File: src/rtl/adc_seq_pkg.sv
package adc_seq_pkg;
   typedef enum logic [1:0] {
      SEQ_IDLE = 2'd0,
      SEQ_WAIT = 2'd1,
      SEQ_READ = 2'd2
   } seq_state_t;
endpackage

File: src/rtl/adc_rate_timer.sv
module adc_rate_timer #(
   parameter int PERIOD_W = 16
) (
   input  logic                clk,
   input  logic                rst_n,
   input  logic                en,
   input  logic [PERIOD_W-1:0] period,
   output logic                tick
);
   logic [PERIOD_W-1:0] cnt;
   logic                wrap;

   assign wrap = ({1'b0, cnt} + 1'b1) >= {1'b0, period};

   always_ff @(posedge clk) begin
      if (!rst_n) begin
         cnt  <= '0;
         tick <= 1'b0;
      end else if (!en) begin
         cnt  <= '0;
         tick <= 1'b0;
      end else if (wrap) begin
         cnt  <= '0;
         tick <= 1'b1;
      end else begin
         cnt  <= cnt + 1'b1;
         tick <= 1'b0;
      end
   end

   AST_TICK_SPACING: assert property (@(posedge clk) disable iff (!rst_n)
      (tick && en && period > 1) |=> !tick);
   AST_QUIET_WHEN_OFF: assert property (@(posedge clk) disable iff (!rst_n)
      !en |=> !tick);
endmodule

File: src/rtl/adc_spi_reader.sv
module adc_spi_reader #(
   parameter int WORD_W = 16,
   parameter int MAX_CH = 12,
   parameter int HALF   = 2,
   parameter int CPOL   = 0,
   parameter int CPHA   = 0
) (
   input  logic                       clk,
   input  logic                       rst_n,
   input  logic                       go,
   input  logic [$clog2(MAX_CH):0]    n_words,
   input  logic                       miso,
   output logic                       sclk,
   output logic                       cs_n,
   output logic                       mosi,
   output logic                       word_valid,
   output logic [WORD_W-1:0]          word_data,
   output logic [$clog2(MAX_CH)-1:0]  word_idx,
   output logic                       done
);
   localparam int CH_W = $clog2(MAX_CH);
   localparam int HW   = (HALF > 1) ? $clog2(HALF) : 1;
   localparam int BW   = $clog2(WORD_W);
   localparam int EW   = $clog2(MAX_CH * WORD_W + 1);

   logic              active;
   logic              ph;
   logic              samp;
   logic [HW-1:0]     hcnt;
   logic [BW-1:0]     bitc;
   logic [CH_W-1:0]   wcnt;
   logic [EW-1:0]     edges;
   logic [WORD_W-1:0] shreg;

   generate
      if (CPHA == 0) begin : g_lead
         assign samp = ~ph;
      end else begin : g_trail
         assign samp = ph;
      end
   endgenerate

   assign sclk = ph ^ (CPOL != 0);
   assign cs_n = ~active;
   assign mosi = 1'b0;

   always_ff @(posedge clk) begin
      if (!rst_n) begin
         active     <= 1'b0;
         ph         <= 1'b0;
         hcnt       <= '0;
         bitc       <= '0;
         wcnt       <= '0;
         edges      <= '0;
         shreg      <= '0;
         word_valid <= 1'b0;
         word_data  <= '0;
         word_idx   <= '0;
         done       <= 1'b0;
      end else begin
         word_valid <= 1'b0;
         done       <= 1'b0;
         if (go && !active) begin
            active <= 1'b1;
            ph     <= 1'b0;
            hcnt   <= '0;
            bitc   <= '0;
            wcnt   <= '0;
            edges  <= EW'(n_words) * EW'(WORD_W);
         end else if (active) begin
            if (hcnt == HW'(HALF - 1)) begin
               hcnt <= '0;
               ph   <= ~ph;
               if (samp) begin
                  shreg <= {shreg[WORD_W-2:0], miso};
                  if (bitc == BW'(WORD_W - 1)) begin
                     bitc       <= '0;
                     word_valid <= 1'b1;
                     word_data  <= {shreg[WORD_W-2:0], miso};
                     word_idx   <= wcnt;
                     wcnt       <= wcnt + 1'b1;
                  end else begin
                     bitc <= bitc + 1'b1;
                  end
               end
               if (ph) begin
                  edges <= edges - 1'b1;
                  if (edges == EW'(1)) begin
                     active <= 1'b0;
                     done   <= 1'b1;
                  end
               end
            end else begin
               hcnt <= hcnt + 1'b1;
            end
         end
      end
   end

   AST_IDLE_CLOCK_LEVEL: assert property (@(posedge clk) disable iff (!rst_n)
      cs_n |-> (sclk == (CPOL != 0)));
   AST_DONE_ENDS_SELECT: assert property (@(posedge clk) disable iff (!rst_n)
      done |-> cs_n);
endmodule

File: src/rtl/adc_pingpong_buf.sv
module adc_pingpong_buf #(
   parameter int WORD_W = 16,
   parameter int DEPTH  = 8
) (
   input  logic                     clk,
   input  logic                     rst_n,
   input  logic                     wr_en,
   input  logic [WORD_W-1:0]        wr_data,
   input  logic                     rel,
   input  logic [$clog2(DEPTH)-1:0] rd_addr,
   output logic [WORD_W-1:0]        rd_data,
   output logic                     pkt_ready,
   output logic                     pkt_half,
   output logic                     fill_full,
   output logic                     drop
);
   localparam int AW = $clog2(DEPTH);
   localparam int MW = $clog2(2 * DEPTH);

   logic [WORD_W-1:0] mem [2*DEPTH];
   logic [AW-1:0]     wr_ptr;
   logic              fill_sel;
   logic              drain_sel;
   logic [1:0]        full;
   logic [MW-1:0]     wr_loc;
   logic [MW-1:0]     rd_loc;

   assign fill_full = full[fill_sel];
   assign drop      = wr_en & full[fill_sel];
   assign wr_loc    = (fill_sel ? MW'(DEPTH) : MW'(0)) + MW'(wr_ptr);
   assign rd_loc    = (drain_sel ? MW'(DEPTH) : MW'(0)) + MW'(rd_addr);
   assign rd_data   = (32'(rd_addr) < DEPTH) ? mem[rd_loc] : '0;

   always_ff @(posedge clk) begin
      if (wr_en && !full[fill_sel]) mem[wr_loc] <= wr_data;
   end

   always_ff @(posedge clk) begin
      if (!rst_n) begin
         wr_ptr    <= '0;
         fill_sel  <= 1'b0;
         drain_sel <= 1'b0;
         full      <= '0;
         pkt_ready <= 1'b0;
         pkt_half  <= 1'b0;
      end else begin
         pkt_ready <= 1'b0;
         if (wr_en && !full[fill_sel]) begin
            if (wr_ptr == AW'(DEPTH - 1)) begin
               wr_ptr         <= '0;
               full[fill_sel] <= 1'b1;
               fill_sel       <= ~fill_sel;
               pkt_ready      <= 1'b1;
               pkt_half       <= fill_sel;
            end else begin
               wr_ptr <= wr_ptr + 1'b1;
            end
         end
         if (rel && full[drain_sel]) begin
            full[drain_sel] <= 1'b0;
            drain_sel       <= ~drain_sel;
         end
      end
   end

   generate
      for (genvar h = 0; h < 2; h++) begin : g_hold
         AST_FULL_HELD: assert property (@(posedge clk) disable iff (!rst_n)
            (full[h] && !(rel && drain_sel == 1'(h))) |=> full[h]);
      end
   endgenerate
   AST_STROBE_SINGLE: assert property (@(posedge clk) disable iff (!rst_n)
      pkt_ready |=> !pkt_ready || DEPTH == 1);
endmodule

File: src/rtl/adc_chain_reader.sv
module adc_chain_reader #(
   parameter int WORD_W    = 16,
   parameter int MAX_CH    = 12,
   parameter int PERIOD_W  = 16,
   parameter int PKT_WORDS = 8,
   parameter int SCLK_HALF = 2,
   parameter int CPOL      = 0,
   parameter int CPHA      = 0,
   localparam int CH_W     = $clog2(MAX_CH),
   localparam int AW       = $clog2(PKT_WORDS)
) (
   input  logic                clk,
   input  logic                rst_n,
   input  logic                cfg_enable,
   input  logic [PERIOD_W-1:0] cfg_period,
   input  logic [CH_W-1:0]     cfg_top_ch,
   input  logic                ovr_clear,
   input  logic                pkt_release,
   input  logic [AW-1:0]       rd_addr,
   input  logic                busy,
   input  logic                spi_miso,
   output logic                conv_start,
   output logic                spi_sclk,
   output logic                spi_mosi,
   output logic                spi_cs_n,
   output logic                word_valid,
   output logic [WORD_W-1:0]   word_data,
   output logic [CH_W-1:0]     word_ch,
   output logic                pkt_ready,
   output logic                pkt_half,
   output logic [WORD_W-1:0]   rd_data,
   output logic                overrun
);
   import adc_seq_pkg::*;

   if (WORD_W < 2)     begin : g_bad_word  $error("WORD_W must be at least 2"); end
   if (MAX_CH < 2)     begin : g_bad_ch    $error("MAX_CH must be at least 2"); end
   if (PKT_WORDS < 2)  begin : g_bad_pkt   $error("PKT_WORDS must be at least 2"); end
   if (SCLK_HALF < 1)  begin : g_bad_half  $error("SCLK_HALF must be at least 1"); end
   if (CPOL > 1 || CPHA > 1) begin : g_bad_mode $error("CPOL and CPHA are single bits"); end

   seq_state_t      state;
   logic            tick;
   logic            fill_full;
   logic            drop;
   logic            busy_q;
   logic            busy_fell;
   logic            go;
   logic            rd_done;
   logic [CH_W-1:0] top_clamped;
   logic [CH_W-1:0] hi_q;

   assign top_clamped = (32'(cfg_top_ch) > MAX_CH - 1) ? CH_W'(MAX_CH - 1) : cfg_top_ch;
   assign conv_start  = tick & ~fill_full;
   assign busy_fell   = busy_q & ~busy;
   assign go          = (state == SEQ_WAIT) & busy_fell;

   adc_rate_timer #(.PERIOD_W(PERIOD_W)) u_timer (
      .clk(clk), .rst_n(rst_n), .en(cfg_enable), .period(cfg_period), .tick(tick)
   );

   adc_spi_reader #(
      .WORD_W(WORD_W), .MAX_CH(MAX_CH), .HALF(SCLK_HALF), .CPOL(CPOL), .CPHA(CPHA)
   ) u_spi (
      .clk(clk), .rst_n(rst_n), .go(go), .n_words({1'b0, hi_q} + 1'b1),
      .miso(spi_miso), .sclk(spi_sclk), .cs_n(spi_cs_n), .mosi(spi_mosi),
      .word_valid(word_valid), .word_data(word_data), .word_idx(word_ch), .done(rd_done)
   );

   adc_pingpong_buf #(.WORD_W(WORD_W), .DEPTH(PKT_WORDS)) u_buf (
      .clk(clk), .rst_n(rst_n), .wr_en(word_valid), .wr_data(word_data),
      .rel(pkt_release), .rd_addr(rd_addr), .rd_data(rd_data),
      .pkt_ready(pkt_ready), .pkt_half(pkt_half), .fill_full(fill_full), .drop(drop)
   );

   always_ff @(posedge clk) begin
      if (!rst_n) begin
         state   <= SEQ_IDLE;
         busy_q  <= 1'b0;
         hi_q    <= '0;
         overrun <= 1'b0;
      end else begin
         busy_q <= busy;
         if ((conv_start && state != SEQ_IDLE) || drop) overrun <= 1'b1;
         else if (ovr_clear)                            overrun <= 1'b0;
         case (state)
            SEQ_IDLE: if (conv_start) begin
               state <= SEQ_WAIT;
               hi_q  <= top_clamped;
            end
            SEQ_WAIT: if (busy_fell) state <= SEQ_READ;
            SEQ_READ: if (rd_done)   state <= SEQ_IDLE;
            default:                 state <= SEQ_IDLE;
         endcase
      end
   end

   AST_READ_AFTER_BUSY: assert property (@(posedge clk) disable iff (!rst_n)
      $fell(spi_cs_n) |-> ($past(busy, 2) && !$past(busy)));
   AST_OVERRUN_STICKY: assert property (@(posedge clk) disable iff (!rst_n)
      (overrun && !ovr_clear) |=> overrun);
   AST_CHANNEL_BOUND: assert property (@(posedge clk) disable iff (!rst_n)
      word_valid |-> (32'(word_ch) < MAX_CH));
   AST_NO_START_WHEN_FULL: assert property (@(posedge clk) disable iff (!rst_n)
      fill_full |-> !conv_start);
endmodule

File: config.mk
export PLATFORM = sky130hd
export DESIGN_NAME = adc_chain_reader
export DESIGN_NICKNAME = d
export VERILOG_FILES = /design/src/rtl/adc_seq_pkg.sv /design/src/rtl/adc_rate_timer.sv /design/src/rtl/adc_spi_reader.sv /design/src/rtl/adc_pingpong_buf.sv /design/src/rtl/adc_chain_reader.sv
export SDC_FILE = /design/constraint.sdc
export NUM_CORES = 1
export LEC_CHECK = 0
export BUFFER_PORTS_ARGS = -buffer_cell sky130_fd_sc_hd__buf_2
export CORE_MARGIN = 5
export CORE_UTILIZATION = 55
export DETAILED_ROUTE_END_ITERATION = 16
export HOLD_SLACK_MARGIN = 0.08
export PLACE_DENSITY = 0.73
export SLEW_MARGIN = 40
export SYNTH_ARGS = -nofsm -noshare
export SYNTH_HDL_FRONTEND = slang
export SYNTH_HIERARCHICAL = 1
export SYNTH_SLANG_ARGS = --single-unit
File: constraint.sdc
create_clock -name clk -period 6.8 [get_ports clk]
set_input_delay 0.68 -clock clk [delete_from_list [all_inputs] [get_ports clk]]
set_output_delay 0.68 -clock clk [all_outputs]
set_load 0.05 [all_outputs]
Word-level counts from Yosys, hierarchy flattened
Memories as Yosys holds them, arrays and structs flattened.
Cells that the tools add are included.
- reductions and logical operators: 31
- bitwise logic cells: 17
- multiplexer cells: 39
- magnitude comparators: 6
- equality and inequality tests: 8
- $add $sub $neg: 10
- operator list (cell ; count):
    $mux W8 ; 4
    $mux W1 ; 20
    $add A16 B1 Y17 const B ; 1
    $ge A17 B16 Y1 ; 1
    $add A16 B1 Y16 const B ; 1
    $mux W4 ; 4
    $mux W2 ; 7
    $add A4 B1 Y4 const B ; 3
    $reduce_and A3 Y1 ; 4
    $not A1 Y1 ; 10
    $reduce_and A2 Y1 ; 5
    $reduce_bool A2 Y1 ; 5
    $reduce_or A5 Y1 ; 2
    $add A4 B3 Y4 ; 2
    $eq A8 B1 Y1 const B ; 1
    $reduce_and A4 Y1 ; 2
    $sub A8 B1 Y8 const B ; 1
    $logic_and A1 B1 Y1 ; 6
    $pmux W2 S3 ; 1
    $reduce_and A5 Y1 ; 1
    $and A1 B1 Y1 ; 4
    $eq A4 B4 Y1 const B ; 1
    $gt A4 B4 Y1 const B ; 1
    $lt A1 B2 Y1 const B ; 2
    18 further kinds ; 22
- RAM bits: 256
- register bits: 90
- logic and storage cells: 136
- memories kept: 1
- bits of input ports: 30
- output and inout bits: 44
- memories (name ; words ; bits a word ; read ports ; clocked after memory_dff ; wr ports ; RTL line ; RTL):
    u_buf.mem ; 16 ; 16 ; 1 ; 0 ; 1 ; adc_pingpong_buf.sv:20 ; logic [WORD_W-1:0] mem [2*DEPTH];

Longest topological paths before layout
Gate-level depths: netlist of the first run.
- depth in word-level cells: 10
- depth in mapped cells: 11

Hierarchy
The synthesis of the first run kept the hierarchy.
- by module, submodules not included (module ; cells each ; instances ; area an instance (sq um)):
    adc_pingpong_buf ; 463 ; 1 ; 10327.4
    adc_spi_reader ; 265 ; 1 ; 2245.9
    adc_rate_timer ; 147 ; 1 ; 1196.1
    adc_chain_reader ; 39 ; 1 ; 386.6

Worst setup path after synthesis of the first run
Ideal clock, no wire load.
- path type: input to output
- start: input rd_addr[0]
- end: output rd_data[10]
- data required time: 6.120 ns
- stages: 5
- arrival: 2.011 ns
- path buffers: 2
- setup slack: 4.109 ns
- cells stage by stage: buf_6 > buf_6 > mux4_1 > a22oi_1 > nand2_1
- cells in the longest elaborated chain, start to end: 2
- ends and longest elaborated chain (element ; RTL line ; RTL):
    start, declared ; adc_chain_reader.sv:19 ; input logic [AW-1:0] rd_addr,
    $add A4 B3 Y4 ; adc_pingpong_buf.sv:31 ; assign rd_loc = (drain_sel ? MW'(DEPTH) : MW'(0)) + MW'(rd_addr);
    $mem_v2 Z16 W16 ; -- ;
    end, declared ; adc_chain_reader.sv:31 ; output logic [WORD_W-1:0] rd_data,
Every way passes these cells.

Final worst setup path of the first run
- start: input rd_addr[0]
- end: output rd_data[6]
The elaborated chain is that of the path after synthesis.

==> results of run 1 <==
## worst reg2reg max path: stages, from the launching register on
cell                       delay (ps)
sky130_fd_sc_hd__dfxtp_1          380
sky130_fd_sc_hd__ha_1             250
sky130_fd_sc_hd__and4_1           330
sky130_fd_sc_hd__nand3_1          120
sky130_fd_sc_hd__xnor2_1          250
sky130_fd_sc_hd__ha_1             310
sky130_fd_sc_hd__nand4_1          140
sky130_fd_sc_hd__nor3_1            90
sky130_fd_sc_hd__a311oi_1         310
sky130_fd_sc_hd__nand4_2          440
sky130_fd_sc_hd__and2_2           350
## metal layers
metal / vias to the layer above / share of wire, %
met5: - / 0
met2: 336 / 50
met3: 41 / 8.3
li1: 3690 / -
met1: 3963 / 40
met4: 0 / 2.0
## worst max-delay path by stage
stage | start | endpoint | cells after the start
6_report | rd_addr[0] | rd_data[6] | 6
2_1_floorplan | rd_addr[0] | rd_data[10] | 5
3_5_place_dp | rd_addr[0] | rd_data[7] | 6
4_1_cts | rd_addr[0] | rd_data[7] | 6
5_1_grt | rd_addr[0] | rd_data[8] | 6
3_3_place_gp | rd_addr[0] | rd_data[6] | 6
## report_power, final
group	total (µW)	internal (µW)	leakage, µW	switching (µW)
clock network	1880	1110	0.000558	772
logic	141	55.1	0.00206	85.7
registers	2240	2240	0.00310	0.615
## through the flow
step | util [%] | hold WS (ps) | instance area, µm² | cells | power (µW)
after CTS | 63.1 | 372 | 15900 | 1357 | 4300
after global placement | 58.5 | 442 | 14800 | 1295 | 2420
after global routing | 63.1 | 379 | 15900 | 1358 | 4410
after detailed placement | 58.5 | 448 | 14800 | 1295 | 2420
after floorplan | - | 432 | 14100 | 913 | 2390
final | 63.1 | 389 | 15900 | 1358 | 4260
## final cells by class
class,instances,share of cell area [%]
flip-flops and latches,346,59.5
multi-input cells,494,26.6
clock buffers,46,6.22
repair buffers,95,3.41
well taps,330,2.59
clock inverters,16,0.958
inverters,31,0.730
## placed cells by master (no fill, tap or decap), types with 4 or more instances in the layout
cell                        instances
sky130_fd_sc_hd__nand2b_1           5
sky130_fd_sc_hd__clkinv_1           5
sky130_fd_sc_hd__dfxtp_1           90
sky130_fd_sc_hd__xor2_1             7
sky130_fd_sc_hd__xnor2_1           18
sky130_fd_sc_hd__mux4_1            37
sky130_fd_sc_hd__clkinv_2           4
sky130_fd_sc_hd__nor2b_1            8
sky130_fd_sc_hd__edfxtp_1         256
sky130_fd_sc_hd__nor2_1            36
sky130_fd_sc_hd__nor3_2             7
sky130_fd_sc_hd__nor2_2             6
sky130_fd_sc_hd__clkbuf_1           5
sky130_fd_sc_hd__buf_2             71
sky130_fd_sc_hd__nor3_1             4
sky130_fd_sc_hd__nand3_1           20
sky130_fd_sc_hd__and3b_1            4
sky130_fd_sc_hd__a21oi_1           57
sky130_fd_sc_hd__nand2_1          122
sky130_fd_sc_hd__mux4_2            27
sky130_fd_sc_hd__a22oi_1           32
sky130_fd_sc_hd__nand4_1            9
sky130_fd_sc_hd__inv_1             29
sky130_fd_sc_hd__ha_1              27
sky130_fd_sc_hd__o21ai_0            9
sky130_fd_sc_hd__clkbuf_16         37
sky130_fd_sc_hd__buf_4             22
## registers in the layout, indices dropped and copies added (netlist names), 2 cells and up
register and count:
u_timer/cnt 16, u_spi/bitc 4, u_spi/word_idx 4, u_buf/wr_ptr 3, u_buf/full 2, u_spi/wcnt 4, u_buf/mem 256, u_spi/shreg 15
u_spi/edges 8, u_spi/word_data 16, state 2, hi_q 4
==> impl_summary.txt, run 1 <==
----------------------------------------------------
[Detailed routing]
  Initial detailed-routing violation count ... slightly below 700
  Vias ... around 8000
  Vias per cell ... 5.91
  First-pass iteration count of the detailed router ... 7
  Number of routed nets with antenna violations ... 0
  Wire per inst ... approximately 22 µm
  DRC violations left ... 0
  Total detailed-routing wirelength ... 29.4 mm

[Placed design]
  Minimum setup slack after placement ... 3050 ps
  Detailed Place HPWL ... 17.1 mm
  Final weighted congestion of routability-driven global placement ... about 0.77
  Port-buffer cells ... 72

[Job]
  Max-capacitance violation count ... 0

[STA]
  Final Max Tran Viols ... 0
  Relative slew margins ... between 40% and 50%
  Unrepaired setup endpoints after global routing ... false
  Final setup slack of the worst path ... between 3000 and 4000 ps
  Share of the cycle needed by the critical path after routing ... 54.8%
  Setup Viol. Count Final ... 0
  Achievable frequency ... approximately 270 MHz
  Transition time of the tightest slew-check pin ... 776 ps
  Setup clock skew after layout ... around 22 ps
  Shortest clock period the worst path allows after layout ... between 3000 and 4000 ps
  Final hold violation count ... 0
  Total Neg Setup Slack ... 0 ps

[Finish]
  Share of post-route cells with drive strength above 1 ... 20.1%
  Antenna diode instance count ... 0
  Area of combinational cells with multiple inputs ... around 0.0042 mm²
  Sequential Area ... around 0.0095 mm²
  Net count, final ... between 1000 and 1500
  Total of fill cells in the finished design ... about 1800
  Syn-to-layout area delta ... 12.7%

[Worst hold path]
  End point of the worst hold path ... busy_q$_SDFF_PN0_
  Launch point of the worst hold path ... busy
  Type of the tightest min-delay check ... in2reg
  Min-Delay Path Depth ... 2

[Yosys]
  Cells after synthesis ... between 900 and 1000
  Netlist Area Pre-Place ... roughly 0.014 mm²
  Post-Syn Nets ... 970
  Average instance area after synthesis ... 15.5 µm²
  Warnings from Yosys ... 6

[CTS]
  Buffer levels on the longest clock path ... 3
  Clock tree root driver cell ... sky130_fd_sc_hd__clkbuf_16
  Level count of the clock H-tree ... 2
  Post-cts sizing count ... 0
  Hold-fix buffers at CTS ... 0
  Total CTS buffers ... 35
  Later-pin clock latency in the skew report ... ~520 ps
  Post-CTS Setup Inserts ... 0
  Clock-pin slew on the worst setup and hold paths ... 60 ps
  Clock tree from TritonCTS ... done
  TritonCTS Sinks ... between 300 and 400

[Worst setup path]
  Family of cells with the greatest summed delay on the critical path ... buffers and inverters
  Category of the most critical setup path ... in2out
  Most used cell along the critical path ... sky130_fd_sc_hd__buf_4
  Slowest cell delay on critical path ... about 570 ps
  Count of buffering cells on the critical path with inverters included ... 3
  Setup slack on the worst flop-to-flop path ... roughly 3700 ps
  Cell with the largest stage delay on the worst path ... sky130_fd_sc_hd__buf_4
  Crit start category ... input port
  Reg2reg start ... u_timer/cnt[0]$_SDFF_PP0_
  Reg2Reg Depth ... 10
  Crit path cell chain ... buf_4 > buf_4 > mux4_2 > a22oi_1 > nand2_1 > buf_2
  Data arrival time of the critical path ... between 3000 and 4000 ps
  Worst reg2reg endpoint ... u_timer/tick$_SDFF_PN0_
  Kind of capture point of the worst setup path ... output pin
  Worst EP required ... 6120 ps
  Top fanout value on the critical path ... 41

[Die]
  Core region area ... ~0.025 mm²
  Number of top-level pins ... 74
  Overall die area ... just under 0.03 mm²
  Standard-cell row count ... between 50 and 60
  Vertical extent of the die ... between 150 and 200 µm
  Chip Width ... between 150 and 200 µm
  Starting Density ... a little under three fifths

[GRT]
  Global-route met1 utilization ... around 28%
  Largest net degree at the start of global routing ... between 60 and 70
  Initial antenna violation count ... 0
  Gr ovfl total ... 0
  Met2 layer usage reported by global route ... between 30% and 40%
  GRT met3 Usage ... approximately 4.6%
  Wire length of the first global-routing pass ... ~46 mm
  Number of global-route vias before repair ... slightly below 8000
  Most Used Layer, Global Route ... met2
  Global router's overall resource usage ... slightly above 20%

[Power]
  Worst supply voltage drop on vdd ... approximately 0.00021 V
  Static Leak ... 0.00572 µW
  Power density normalized to cell area ... between 200 and 300 mW/mm²

[Status]
  Status ... finished clean

----------------------------------------------------
No activity file was read; power rests on OpenSTA's default activity.
==> run 2, diff against run 1 <==
- ABC_AREA: not set -> 1
- clock period: 6.8 -> 3.8 ns (I/O delays scaled with it)
==> run 2 against run 1 <==
  * Sequential power increased by 79%
  * Synthesized area is 10% higher
  * Register-to-register slack lost 2800 ps
  * Non-clock buffer count grew 7
  * Via count grew 39%
  * Final cell count rose by 58%
  * Flip-flop and latch count unchanged
  * Core utilization shrank 0.34 points
  * Clock power is 85% higher
  * Setup slack lost 2200 ps
  * Global-route usage increased by 2.4 points
  * Largest cell class unchanged
==> impl_summary.txt, run 2 <==
----------------------------------------------------
[CTS]
  Later-pin clock latency in the skew report ... approximately 520 ps
  Total CTS buffers ... 36
  TritonCTS Sinks ... around 350
  Clock tree root driver cell ... sky130_fd_sc_hd__clkbuf_16
  Clock tree from TritonCTS ... done
  Level count of the clock H-tree ... 2
  Clock-pin slew on the worst setup and hold paths ... approximately 60 ps
  Post-cts sizing count ... 0
  Buffer levels on the longest clock path ... 3

[Detailed routing]
  Initial detailed-routing violation count ... about 1000
  Total detailed-routing wirelength ... around 36 mm
  Vias ... 11200
  Wire per inst ... around 17 µm
  Number of routed nets with antenna violations ... 0
  Vias per cell ... slightly above 5
  First-pass iteration count of the detailed router ... 5
  DRC violations left ... 0

[STA]
  Total Neg Setup Slack ... 0 ps
  Unrepaired setup endpoints after global routing ... false
  Final hold violation count ... 0
  Final Max Tran Viols ... 0
  Relative slew margins ... between 40% and 50%
  WHS ... 135 ps
  Share of the cycle needed by the critical path after routing ... approximately three quarters
  Shortest clock period the worst path allows after layout ... 2880 ps
  Final setup slack of the worst path ... about 920 ps
  Setup Viol. Count Final ... 0
  Achievable frequency ... ~350 MHz
  Transition time of the tightest slew-check pin ... 851 ps
  Setup clock skew after layout ... around 18 ps

[Finish]
  Total of fill cells in the finished design ... 2197
  Sequential Area ... around 0.0095 mm²
  Highest-count cells in the layout ignoring fill and taps ... sky130_fd_sc_hd__nand2_1, sky130_fd_sc_hd__inv_1, sky130_fd_sc_hd__edfxtp_1, sky130_fd_sc_hd__nand3_1, sky130_fd_sc_hd__dfxtp_1
  Post-route non-filler standard cell count ... ~2200
  Area of combinational cells with multiple inputs ... between 0.004 and 0.005 mm²
  Max reg flops ... about 260
  Registers with the most flip-flops ... u_buf/mem: 256 flops, u_spi/word_data: 16 flops, u_timer/cnt: 16 flops
  Most common cell after layout, fill and taps aside ... sky130_fd_sc_hd__nand2_1
  Antenna diode instance count ... 0
  Share of post-route cells with drive strength above 1 ... 12.4%
  Syn-to-layout area delta ... 12.2%
  Net count, final ... roughly 1800
  Register bank with the most flops ... u_buf/mem

[GRT]
  Largest net degree at the start of global routing ... 79
  Initial antenna violation count ... 0
  Global router's overall resource usage ... 23.1%
  Wire length of the first global-routing pass ... 56.9 mm
  Gr ovfl total ... 0
  Number of global-route vias before repair ... between 10000 and 15000

[Worst hold path]
  Type of the tightest min-delay check ... in2reg
  Launch point of the worst hold path ... spi_miso

[Job]
  Max-capacitance violation count ... 0

[Yosys]
  Average instance area after synthesis ... 9.34 µm²
  Post-Syn Nets ... approximately 1700
  Netlist Area Pre-Place ... 0.0156 mm²
  Warnings from Yosys ... 6
  Cells after synthesis ... approximately 1700

[Die]
  Chip Width ... 178 µm
  Overall die area ... 0.0318 mm²
  Standard-cell row count ... just over 60
  Number of top-level pins ... 74
  Vertical extent of the die ... 178 µm
  Core region area ... 0.0279 mm²
  Starting Density ... ~56%

[Placed design]
  Number of placed instances with taps included ... 2084
  Detailed Place HPWL ... 21.6 mm
  Port-buffer cells ... between 70 and 80
  Minimum setup slack after placement ... roughly 950 ps
  Final weighted congestion of routability-driven global placement ... 0.865

[Power]
  Total power ... around 7800 µW
  Power density normalized to cell area ... 447 mW/mm²
  Static Leak ... 0.00788 µW
  Worst supply voltage drop on vdd ... about 0.00028 V

[Worst setup path]
  Reg2reg start ... u_timer/cnt[0]$_SDFF_PP0_
  Kind of capture point of the worst setup path ... flip-flop
  Worst EP required ... 4230 ps
  Data arrival time of the critical path ... around 3300 ps
  Crit start category ... flip-flop
  Launching element of the worst setup path ... u_timer/cnt[0]$_SDFF_PP0_
  Category of the most critical setup path ... reg2reg
  Top fanout value on the critical path ... 16

[Status]
  Status ... finished clean

----------------------------------------------------
[run 2: cell types whose count changed in the layout (fill, tap and decap cells not counted), moves of 30 or more]
cell,before,now
sky130_fd_sc_hd__nand3_1,20,223
sky130_fd_sc_hd__nor2_1,36,67
sky130_fd_sc_hd__o21ai_0,9,39
sky130_fd_sc_hd__a22oi_1,32,0
sky130_fd_sc_hd__inv_1,29,301
sky130_fd_sc_hd__nand2_1,122,451
sky130_fd_sc_hd__mux4_1,37,0
[run 2: metrics by stage]
stage          utilization [%]  cell area, µm²
6_report                  62.8           17500
5_1_grt                   62.8           17500
4_1_cts                   62.8           17500
3_5_place_dp              58.5           16300
3_3_place_gp              58.5           16300
2_1_floorplan                -           15600
[run 2: where the power goes]
group | switching [µW] | internal (µW) | total (µW)
combinational | 250 | 93.4 | 343
sequential | 1.12 | 4000 | 4000
clock | 1390 | 2080 | 3470
[run 2: final cells by class]
cell class / count / area share (%)
sequential: 346 / 54.3
multi-input combinational: 949 / 26.2
inverter: 310 / 6.67
clock buffer: 53 / 5.87
timing repair buffer: 102 / 3.45
tap: 378 / 2.70
clock inverter: 13 / 0.830
[run 2: final timing paths]
kind,to,slack [ps],depth (start not counted)
max,u_timer/cnt[1]$_SDFF_PP0_,920,15
min,u_spi/shreg[0]$_SDFFE_PN0P_,130,3
max reg2reg,u_timer/cnt[1]$_SDFF_PP0_,920,15
min reg2reg,u_spi/word_idx[0]$_SDFFE_PN0P_,460,2
[run 2: timing repair]
action                    in CTS  in global routing
setup buffers                  0                  0
hold buffers                   1                  0
hold endpoints to repair       1                  0
[run 2: per-layer routing]
metal	share of wire [%]	global-route usage (%)
met5	0	0
met4	2.8	7.36
met3	8.1	4.85
met2	48	38.9
met1	41	30.2
[run 2: critical path, cell delays in order (launching register included)]
cell                      delay (ps)
sky130_fd_sc_hd__dfxtp_1         390
sky130_fd_sc_hd__ha_1            230
sky130_fd_sc_hd__nand3_2         140
sky130_fd_sc_hd__nor2_4          180
sky130_fd_sc_hd__inv_1            80
sky130_fd_sc_hd__nor3_1          220
sky130_fd_sc_hd__xor2_1          230
sky130_fd_sc_hd__inv_1            80
sky130_fd_sc_hd__ha_1            310
sky130_fd_sc_hd__nand4_1         110
sky130_fd_sc_hd__nor2_1           50
sky130_fd_sc_hd__nand2_1          60
sky130_fd_sc_hd__nand3_1          70
sky130_fd_sc_hd__nor2_2          150
sky130_fd_sc_hd__nand3_4         330
sky130_fd_sc_hd__nor2_1          180
